==> config.mk <==
export PLATFORM = sky130hd
export DESIGN_NAME = trap_unit
export DESIGN_NICKNAME = d
export VERILOG_FILES = /design/src/rtl/trap_unit.sv
export SDC_FILE = /design/constraint.sdc
export NUM_CORES = 1
export LEC_CHECK = 0
export BUFFER_PORTS_ARGS = -buffer_cell sky130_fd_sc_hd__buf_2
export CORE_AREA = 2 2 212 214
export CTS_BUF_LIST = sky130_fd_sc_hd__clkbuf_16
export DETAILED_ROUTE_END_ITERATION = 10
export DIE_AREA = 0 0 214 216
export HOLD_SLACK_MARGIN = 0.08
export MAX_ROUTING_LAYER = met4
export SKIP_LAST_GASP = 1
export SLEW_MARGIN = 30
export SYNTH_ARGS = -nofsm -noshare
export SYNTH_HDL_FRONTEND = slang
export SYNTH_SLANG_ARGS = --single-unit
==> constraint.sdc <==
create_clock -name clk -period 3.9 [get_ports clk]
set_clock_uncertainty 0.05 [all_clocks]
set_input_delay 0.195 -clock clk [delete_from_list [all_inputs] [get_ports clk]]
set_output_delay 0.195 -clock clk [all_outputs]
set_load 0.05 [all_outputs]
==> src/rtl/trap_unit.sv <==
module trap_unit #(
  parameter int XLEN = 32,
  parameter int NIRQ = 16,
  parameter logic [XLEN-1:0] RESET_PC = 32'h0000_1000,
  parameter logic [XLEN-1:0] DBG_ENTRY = 32'h0000_0800
) (
  input  logic            clk,
  input  logic            rst_n,
  input  logic [NIRQ-1:0] irq_pend,
  input  logic [NIRQ-1:0] irq_en,
  input  logic [XLEN-1:0] int_deleg,
  input  logic [XLEN-1:0] exc_deleg,
  input  logic [XLEN-1:0] s_vec,
  input  logic [XLEN-1:0] m_vec,
  input  logic            exc_valid,
  input  logic [XLEN-1:0] exc_code,
  input  logic            exc_has_addr,
  input  logic [XLEN-1:0] exc_addr,
  input  logic [XLEN-1:0] fault_pc,
  input  logic            dbg_attached,
  input  logic            mode_wr,
  input  logic [1:0]      mode_in,
  input  logic            stat_wr,
  input  logic [4:0]      stat_in,
  output logic            trap_taken,
  output logic [XLEN-1:0] next_pc,
  output logic [1:0]      priv,
  output logic [4:0]      ie,
  output logic            spp,
  output logic [1:0]      mpp,
  output logic [XLEN-1:0] s_cause,
  output logic [XLEN-1:0] s_epc,
  output logic [XLEN-1:0] s_addr,
  output logic [XLEN-1:0] m_cause,
  output logic [XLEN-1:0] m_epc,
  output logic [XLEN-1:0] m_addr,
  output logic            dbg_enter,
  output logic [2:0]      dbg_cause,
  output logic [XLEN-1:0] dbg_pc,
  output logic            resv_clear,
  output logic            tlb_flush
);
  localparam int IW = (NIRQ > 1) ? $clog2(NIRQ) : 1;
  localparam int CW = $clog2(XLEN);
  localparam logic [1:0] PU = 2'd0, PS = 2'd1, PM = 2'd3;

  logic [NIRQ-1:0] cand, dl, elig;
  logic            m_ok, s_ok;
  logic [IW-1:0]   irq_idx;

  assign cand = irq_pend & irq_en;
  assign dl   = int_deleg[NIRQ-1:0];
  assign m_ok = (priv != PM) || ie[2];
  assign s_ok = (priv == PU) || (priv == PS && ie[1]);
  assign elig = (cand & ~dl & {NIRQ{m_ok}}) | (cand & dl & {NIRQ{s_ok}});

  always_comb begin
    irq_idx = '0;
    for (int i = NIRQ - 1; i >= 0; i--)
      if (elig[i]) irq_idx = IW'(i);
  end

  logic            is_dbg, take, is_int, in_range, to_s, old_ie, addr_wr;
  logic [XLEN-1:0] cause, dmask;
  logic [XLEN-2:0] cidx;

  assign is_dbg   = exc_valid && dbg_attached && exc_code == XLEN'(3);
  assign take     = (exc_valid && !is_dbg) || (!exc_valid && |elig);
  assign cause    = exc_valid ? exc_code : {1'b1, (XLEN-1)'(irq_idx)};
  assign is_int   = cause[XLEN-1];
  assign cidx     = cause[XLEN-2:0];
  assign dmask    = is_int ? int_deleg : exc_deleg;
  assign in_range = cidx < (XLEN-1)'(XLEN);
  assign to_s     = (priv != PM) && in_range && dmask[cidx[CW-1:0]];
  assign old_ie   = (priv == PM) ? ie[2] : (priv == PS) ? ie[1] : ie[0];
  assign addr_wr  = exc_valid && exc_has_addr;

  always_ff @(posedge clk) begin
    if (!rst_n) begin
      trap_taken <= 1'b0;
      next_pc    <= RESET_PC;
      priv       <= PM;
      ie         <= '0;
      spp        <= 1'b0;
      mpp        <= PU;
      s_cause    <= '0;
      s_epc      <= '0;
      s_addr     <= '0;
      m_cause    <= '0;
      m_epc      <= '0;
      m_addr     <= '0;
      dbg_enter  <= 1'b0;
      dbg_cause  <= '0;
      dbg_pc     <= '0;
      resv_clear <= 1'b0;
      tlb_flush  <= 1'b0;
    end else begin
      trap_taken <= 1'b0;
      dbg_enter  <= 1'b0;
      resv_clear <= 1'b0;
      tlb_flush  <= 1'b0;
      if (take) begin
        trap_taken <= 1'b1;
        resv_clear <= 1'b1;
        tlb_flush  <= 1'b1;
        if (to_s) begin
          next_pc <= {s_vec[XLEN-1:2], 2'b00};
          s_cause <= cause;
          s_epc   <= fault_pc;
          if (addr_wr) s_addr <= exc_addr;
          ie[3]   <= old_ie;
          ie[1]   <= 1'b0;
          spp     <= priv[0];
          priv    <= PS;
        end else begin
          next_pc <= {m_vec[XLEN-1:2], 2'b00};
          m_cause <= cause;
          m_epc   <= fault_pc;
          if (addr_wr) m_addr <= exc_addr;
          ie[4]   <= old_ie;
          ie[2]   <= 1'b0;
          mpp     <= priv;
          priv    <= PM;
        end
      end else if (is_dbg) begin
        dbg_enter <= 1'b1;
        dbg_cause <= 3'd1;
        dbg_pc    <= fault_pc;
        next_pc   <= DBG_ENTRY;
      end else begin
        if (mode_wr && mode_in != 2'd2) begin
          priv      <= mode_in;
          tlb_flush <= 1'b1;
        end
        if (stat_wr) ie <= stat_in;
      end
    end
  end
endmodule


# [After elaboration in Yosys (flattened, before gate mapping)]
# Cells that the tools add are included.
[totals] output_inout_bits=273 regBits=270 input_bits=270
[op_classes] n_mux=41 n_reduce_logical=29 n_eq_ne=8 n_bitwise=11 magnitude_cmp=2
[ops] cell="$mux W32" n=5
[ops] cell="$and A16 B16 Y16" n=5
[ops] cell="$mux W4" n=17
[ops] cell="$eq A32 B2 Y1 const B" n=1
[ops] cell="$lt A31 B6 Y1 const B" n=1
[ops] cell="$not A16 Y16" n=1
[ops] cell="$or A16 B16 Y16" n=1
[ops] cell="$reduce_or A16 Y1" n=1
[ops] cell="$reduce_and A3 Y1" n=5
[ops] cell="$mux W1" n=12
[ops] cell="$mux W5" n=2
[ops] cell="$logic_and A1 B1 Y1" n=9
[ops] cell="$mux W2" n=4
[ops] cell="$reduce_and A2 Y1" n=4
[ops] cell="$lt A5 B6 Y1 const B" n=1
[ops] cell="$ne A2 B2 Y1 const B" n=3
[ops] cell="$reduce_bool A2 Y1" n=3
[ops] cell="$bmux W1 S5" n=1
[ops] cell="$ne A2 B1 Y1 const B" n=2
[ops] cell="$not A1 Y1" n=4
[ops] cell="$logic_or A1 B1 Y1" n=3
[ops] cell="$eq A2 B1 Y1 const B" n=1
[ops] cell="$eq A2 B2 Y1 const B" n=1
[ops] cell="$logic_not A1 Y1" n=2
[ops] cell="other kinds (2)" n=2

# [Depth between registers and ports, before layout]
[logic_depth] word_depth=28 mapped_depth=15 ltp_nobuf=11

# [Worst setup path before layout]
# No wires, ideal clock.
[synth_timing] path_type="register -> register" start="reg priv[1]" end="reg next_pc[12]" arrival_ps=3971 stages_incl_launch_ff=15 slack_ps=-243 cell_sequence="dfxtp_1 buf_2 and3b_1 a22o_1 nor4b_1 a22o_1 nand2_2 buf_6 mux2i_1 mux2_2 a222oi_1 o22ai_1 buf_2 buf_6 a221o_1"
[synth_via] elab_chain_len=27
[synth_lines] item="start, declared" line="27" source="output logic [1:0] priv,"
[synth_lines] item="start signal, assigned" line="132" source="priv <= mode_in;"
[synth_lines] item="$eq A2 B1 Y1" line="54" source="assign s_ok = (priv == PU) || (priv == PS && ie[1]);"
[synth_lines] item="$logic_and A1 B1 Y1" line="54"
[synth_lines] item="$logic_or A1 B1 Y1" line="54"
[synth_lines] item="$and A16 B16 Y16" line="55" source="assign elig = (cand & ~dl & {NIRQ{m_ok}}) | (cand & dl & {NIRQ{s_ok}});"
[synth_lines] item="$or A16 B16 Y16" line="55"
[synth_lines] item="$mux W4 (16 in a row)" line="60" source="if (elig[i]) irq_idx = IW'(i);"
[synth_lines] item="$mux W32" line="69" source="assign cause = exc_valid ? exc_code : {1'b1, (XLEN-1)'(irq_idx)};"
[synth_lines] item="$lt A31 B6 Y1 or $bmux W1 S5 (tied branches)" line="73, 74"
[synth_lines] item="$logic_and A1 B1 Y1 or $mux W1 (tied branches)" line="74" source="assign to_s = (priv != PM) && in_range && dmask[cidx[CW-1:0]];"
[synth_lines] item="$logic_and A1 B1 Y1" line="74"
[synth_lines] item="$mux W32" line="106" source="if (to_s) begin"
[synth_lines] item="$mux W32" line="102" source="if (take) begin"
[synth_lines] item="end signal, assigned" line="107" source="next_pc <= {s_vec[XLEN-1:2], 2'b00};"
[synth_lines] item="end signal, assigned" line="116" source="next_pc <= {m_vec[XLEN-1:2], 2'b00};"
[synth_lines] item="end, declared" line="26" source="output logic [XLEN-1:0] next_pc,"
# Parallel ways exist; a longest one is shown, timed or not. The select of a mux whose other input is x is not followed.
# A chain may end at the register's enable or synchronous reset.

# [Worst setup path after layout]
[layout_timing] start="reg priv[0]" end="reg next_pc[20]"
# The elaborated chain is that of the path after synthesis.

==> flow_summary.json <==
{
  "finalCritPeriodShare": 0.968,
  "slew_headroom": 0.464,
  "fin_total_pwr_w": 0.00828,
  "io_buffers": 534,
  "setup_ws_ns": 0.125,
  "setup_viol": 0,
  "core_um2": 43800,
  "worst-path-max-fanout": 6,
  "crit_path_end_kind": "flip-flop",
  "drt_iter0_markers": 647,
  "reg2reg_to": "next_pc[20]",
  "slew_violations": 0,
  "synth_cell_type_count": 63,
  "ioPinCount": 543,
  "leakage_nw": 8.08,
  "initial_core_util": 0.263,
  "post_drt_wl_per_cell_um": 18.3,
  "yosysSeqAreaShare": 0.465,
  "outcome": "finished, final reports clean",
  "drc_errors": 0,
  "wl_um": 48000,
  "crit_top_cell": "buf_4",
  "ys_ff_latch": 268,
  "cts_sinks": 268,
  "clk_latency_ns": 0.55,
  "cts_tree": "done",
  "mostFrequentLayoutCells": "buf_2 (533), dfxtp_1 (264), dlygate4sd3_1 (165)",
  "drive_above_1_share": 0.343,
  "path_cells": "buf_4 -> nand2_1 -> or2_4 -> a221o_1 -> o2111ai_4 -> nand2_8 -> buf_4 -> mux2i_1 -> a221o_1 -> a222oi_1 -> buf_4 -> o22ai_4 -> buf_12 -> buf_4 -> a21oi_1 -> a21oi_1",
  "rsz0062_at_grt": "true",
  "start_kind": "flip-flop",
  "grt_max_degree": 76,
  "vias": 12800,
  "reg2reg_slack_ns": 0.13,
  "grt_usage": 0.197,
  "place_ws_ns": -0.0130,
  "r2r-start": "priv[0]",
  "postRouteAntennaNets": 0,
  "root_buffer": "clkbuf_16",
  "tns_ns": 0,
  "syn_area_um2": 11500,
  "ff2ff_path_depth": 16,
  "areaGrowthSynthToFinish_pct": 56.7,
  "fillers": 4270,
  "ys.flop_type": "dfxtp_1",
  "finalWeightedCongestion": 0.951,
  "hp-class": "in2reg",
  "highest_layer": "met4",
  "vias_per_cell": 4.86,
  "firstDrtPassIters": 5,
  "ys_warn_count": 0,
  "die_y_um": 216,
  "holdWs_ns": 0.116,
  "crit_start": "priv[0]",
  "p_per_area_nw_per_um2": 458,
  "tightest_slew_ns": 0.805,
  "final_nets": 2282,
  "final_util": 0.413,
  "h-tree-depth": 1,
  "synth_edf_count": 0,
  "grt_pass1_vias": 12800,
  "grt_overflow_total": 0,
  "synth_cells": 1315,
  "max_freq_mhz": 265,
  "min_path_cells": 4,
  "clockBufferDepth": 3,
  "critPathMaxStageDelay_ns": 0.40,
  "holdPathEnd": "next_pc[16]",
  "num_rows": 77,
  "dr_wl_met2_um": 23200,
  "wl_met3_um": 3170,
  "cts-buffers-inserted": 29,
  "hold_path_startpoint": "s_vec[16]",
  "avgSynthCellArea_um2": 8.78,
  "maxCapViolations": 0,
  "finalHoldViolCount": 0,
  "die_w_um": 214,
  "drt-met1-wl_um": 19900,
  "cp_slowest_cell": "a221o_1",
  "crit_arrival_ns": 4.14,
  "antenna_found_initial": 1,
  "critPathKind": "reg2reg",
  "cp_data_required_time_ns": 4.27,
  "grt_pass1_wl_um": 71100,
  "async_flop_share": 0,
  "dpl.hpwl_um": 33400,
  "final_common_cell": "buf_2",
  "dieArea_um2": 46200,
  "path_clk_slew_ns": 0.06,
  "finalCriticalPeriod_ns": 3.77,
  "ir_worst_vdd_mv": 0.378
}
-- how the worst max path moves through the flow --
stage | slack, ns | end | cells past startpoint
6_report | 0.13 | next_pc[20] | 16
5_1_grt | -0.03 | s_addr[20] | 14
4_1_cts | -0.006 | next_pc[25] | 16
3_5_place_dp | -0.01 | next_pc[25] | 16
3_3_place_gp | 0.04 | s_addr[5] | 15
2_1_floorplan | 0.03 | next_pc[12] | 14
-- routing by layer --
metal  up-vias  global-route usage
li1       6051                   -
met1      6022               0.226
met2       569               0.337
met3       117              0.0395
met4         0              0.0802
met5         -                   -
-- layout make-up --
class	count	area (um2)	share of cell area
Timing Repair Buffer	769	5150	0.284
Inverter	8	32.5	0.00180
Antenna cell	1	2.50	0.000138
Clock buffer	29	726	0.0401
Sequential cell	268	5380	0.297
Clock inverter	23	180	0.00996
Multi-Input combinational cell	936	5890	0.325
Tap cell	592	741	0.0409
-- worst max-delay path, delay by kind of cell (launching register included) --
kind	cells	cell delay, ns
AOI/OAI and AO/OA	7	1.84
buffers and inverters	5	0.84
DFF	1	0.36
muxes	1	0.13
and+or+nand+nor	3	0.43
-- logic make-up after synthesis --
family / share of synthesized area
flip-flops: 0.465
AO/OA/AOI/OAI: 0.166
AND/OR/NAND/NOR: 0.174
other: 0.000325
multiplexers: 0.148
buffers and inverters: 0.0464
-- cells in the mapped netlist (all sizes together), types with 7 or more instances --
master / count / area share
a211oi: 9 / 0.0059
nand2: 158 / 0.052
o211ai: 7 / 0.0046
mux2: 7 / 0.0068
nor4: 8 / 0.0043
clkbuf: 65 / 0.021
nor3: 13 / 0.0056
mux2i: 163 / 0.14
o21ai: 111 / 0.049
nand3: 89 / 0.039
nor2: 91 / 0.030
and2: 28 / 0.015
a21oi: 141 / 0.061
dfxtp: 268 / 0.46
nand3b: 14 / 0.0091
buf: 41 / 0.023
nor2b: 8 / 0.0043
inv: 8 / 0.0026
-- repair_timing --
action / CTS / global route
buffers inserted: 0 / 6
gates cloned: 0 / 8
hold buffers: 165 / 0
gates resized for setup: 3 / 47
setup endpoints to repair: 40 / 222
endpoints found under the hold margin: 225 / 0
pin swaps: 1 / 13
-- power by group --
group | leakage [nW] | internal, W | total, W | switching [W]
clock network | 0.472 | 0.00154 | 0.00266 | 0.00112
logic | 5.42 | 0.000847 | 0.00258 | 0.00173
registers | 2.19 | 0.00294 | 0.00304 | 0.000102
-- flip-flops by register name (all words and copies together) (netlist names) --
register,cells
dbg_cause,1
dbg_enter,1
dbg_pc,32
ie,5
m_addr,32
m_cause,32
m_epc,32
mpp,2
next_pc,30
priv,2
resv_clear,1
s_addr,32
s_cause,32
s_epc,32
spp,1
tlb_flush,1
-- per-stage QoR --
stage	std cells	cell area [um2]
after global placement	2394	15100
after global routing	2626	18100
after floorplan	1318	11600
after CTS	2611	17700
after detailed placement	2394	15100
final	2626	18100
No activity file was read; power rests on OpenSTA's default activity.
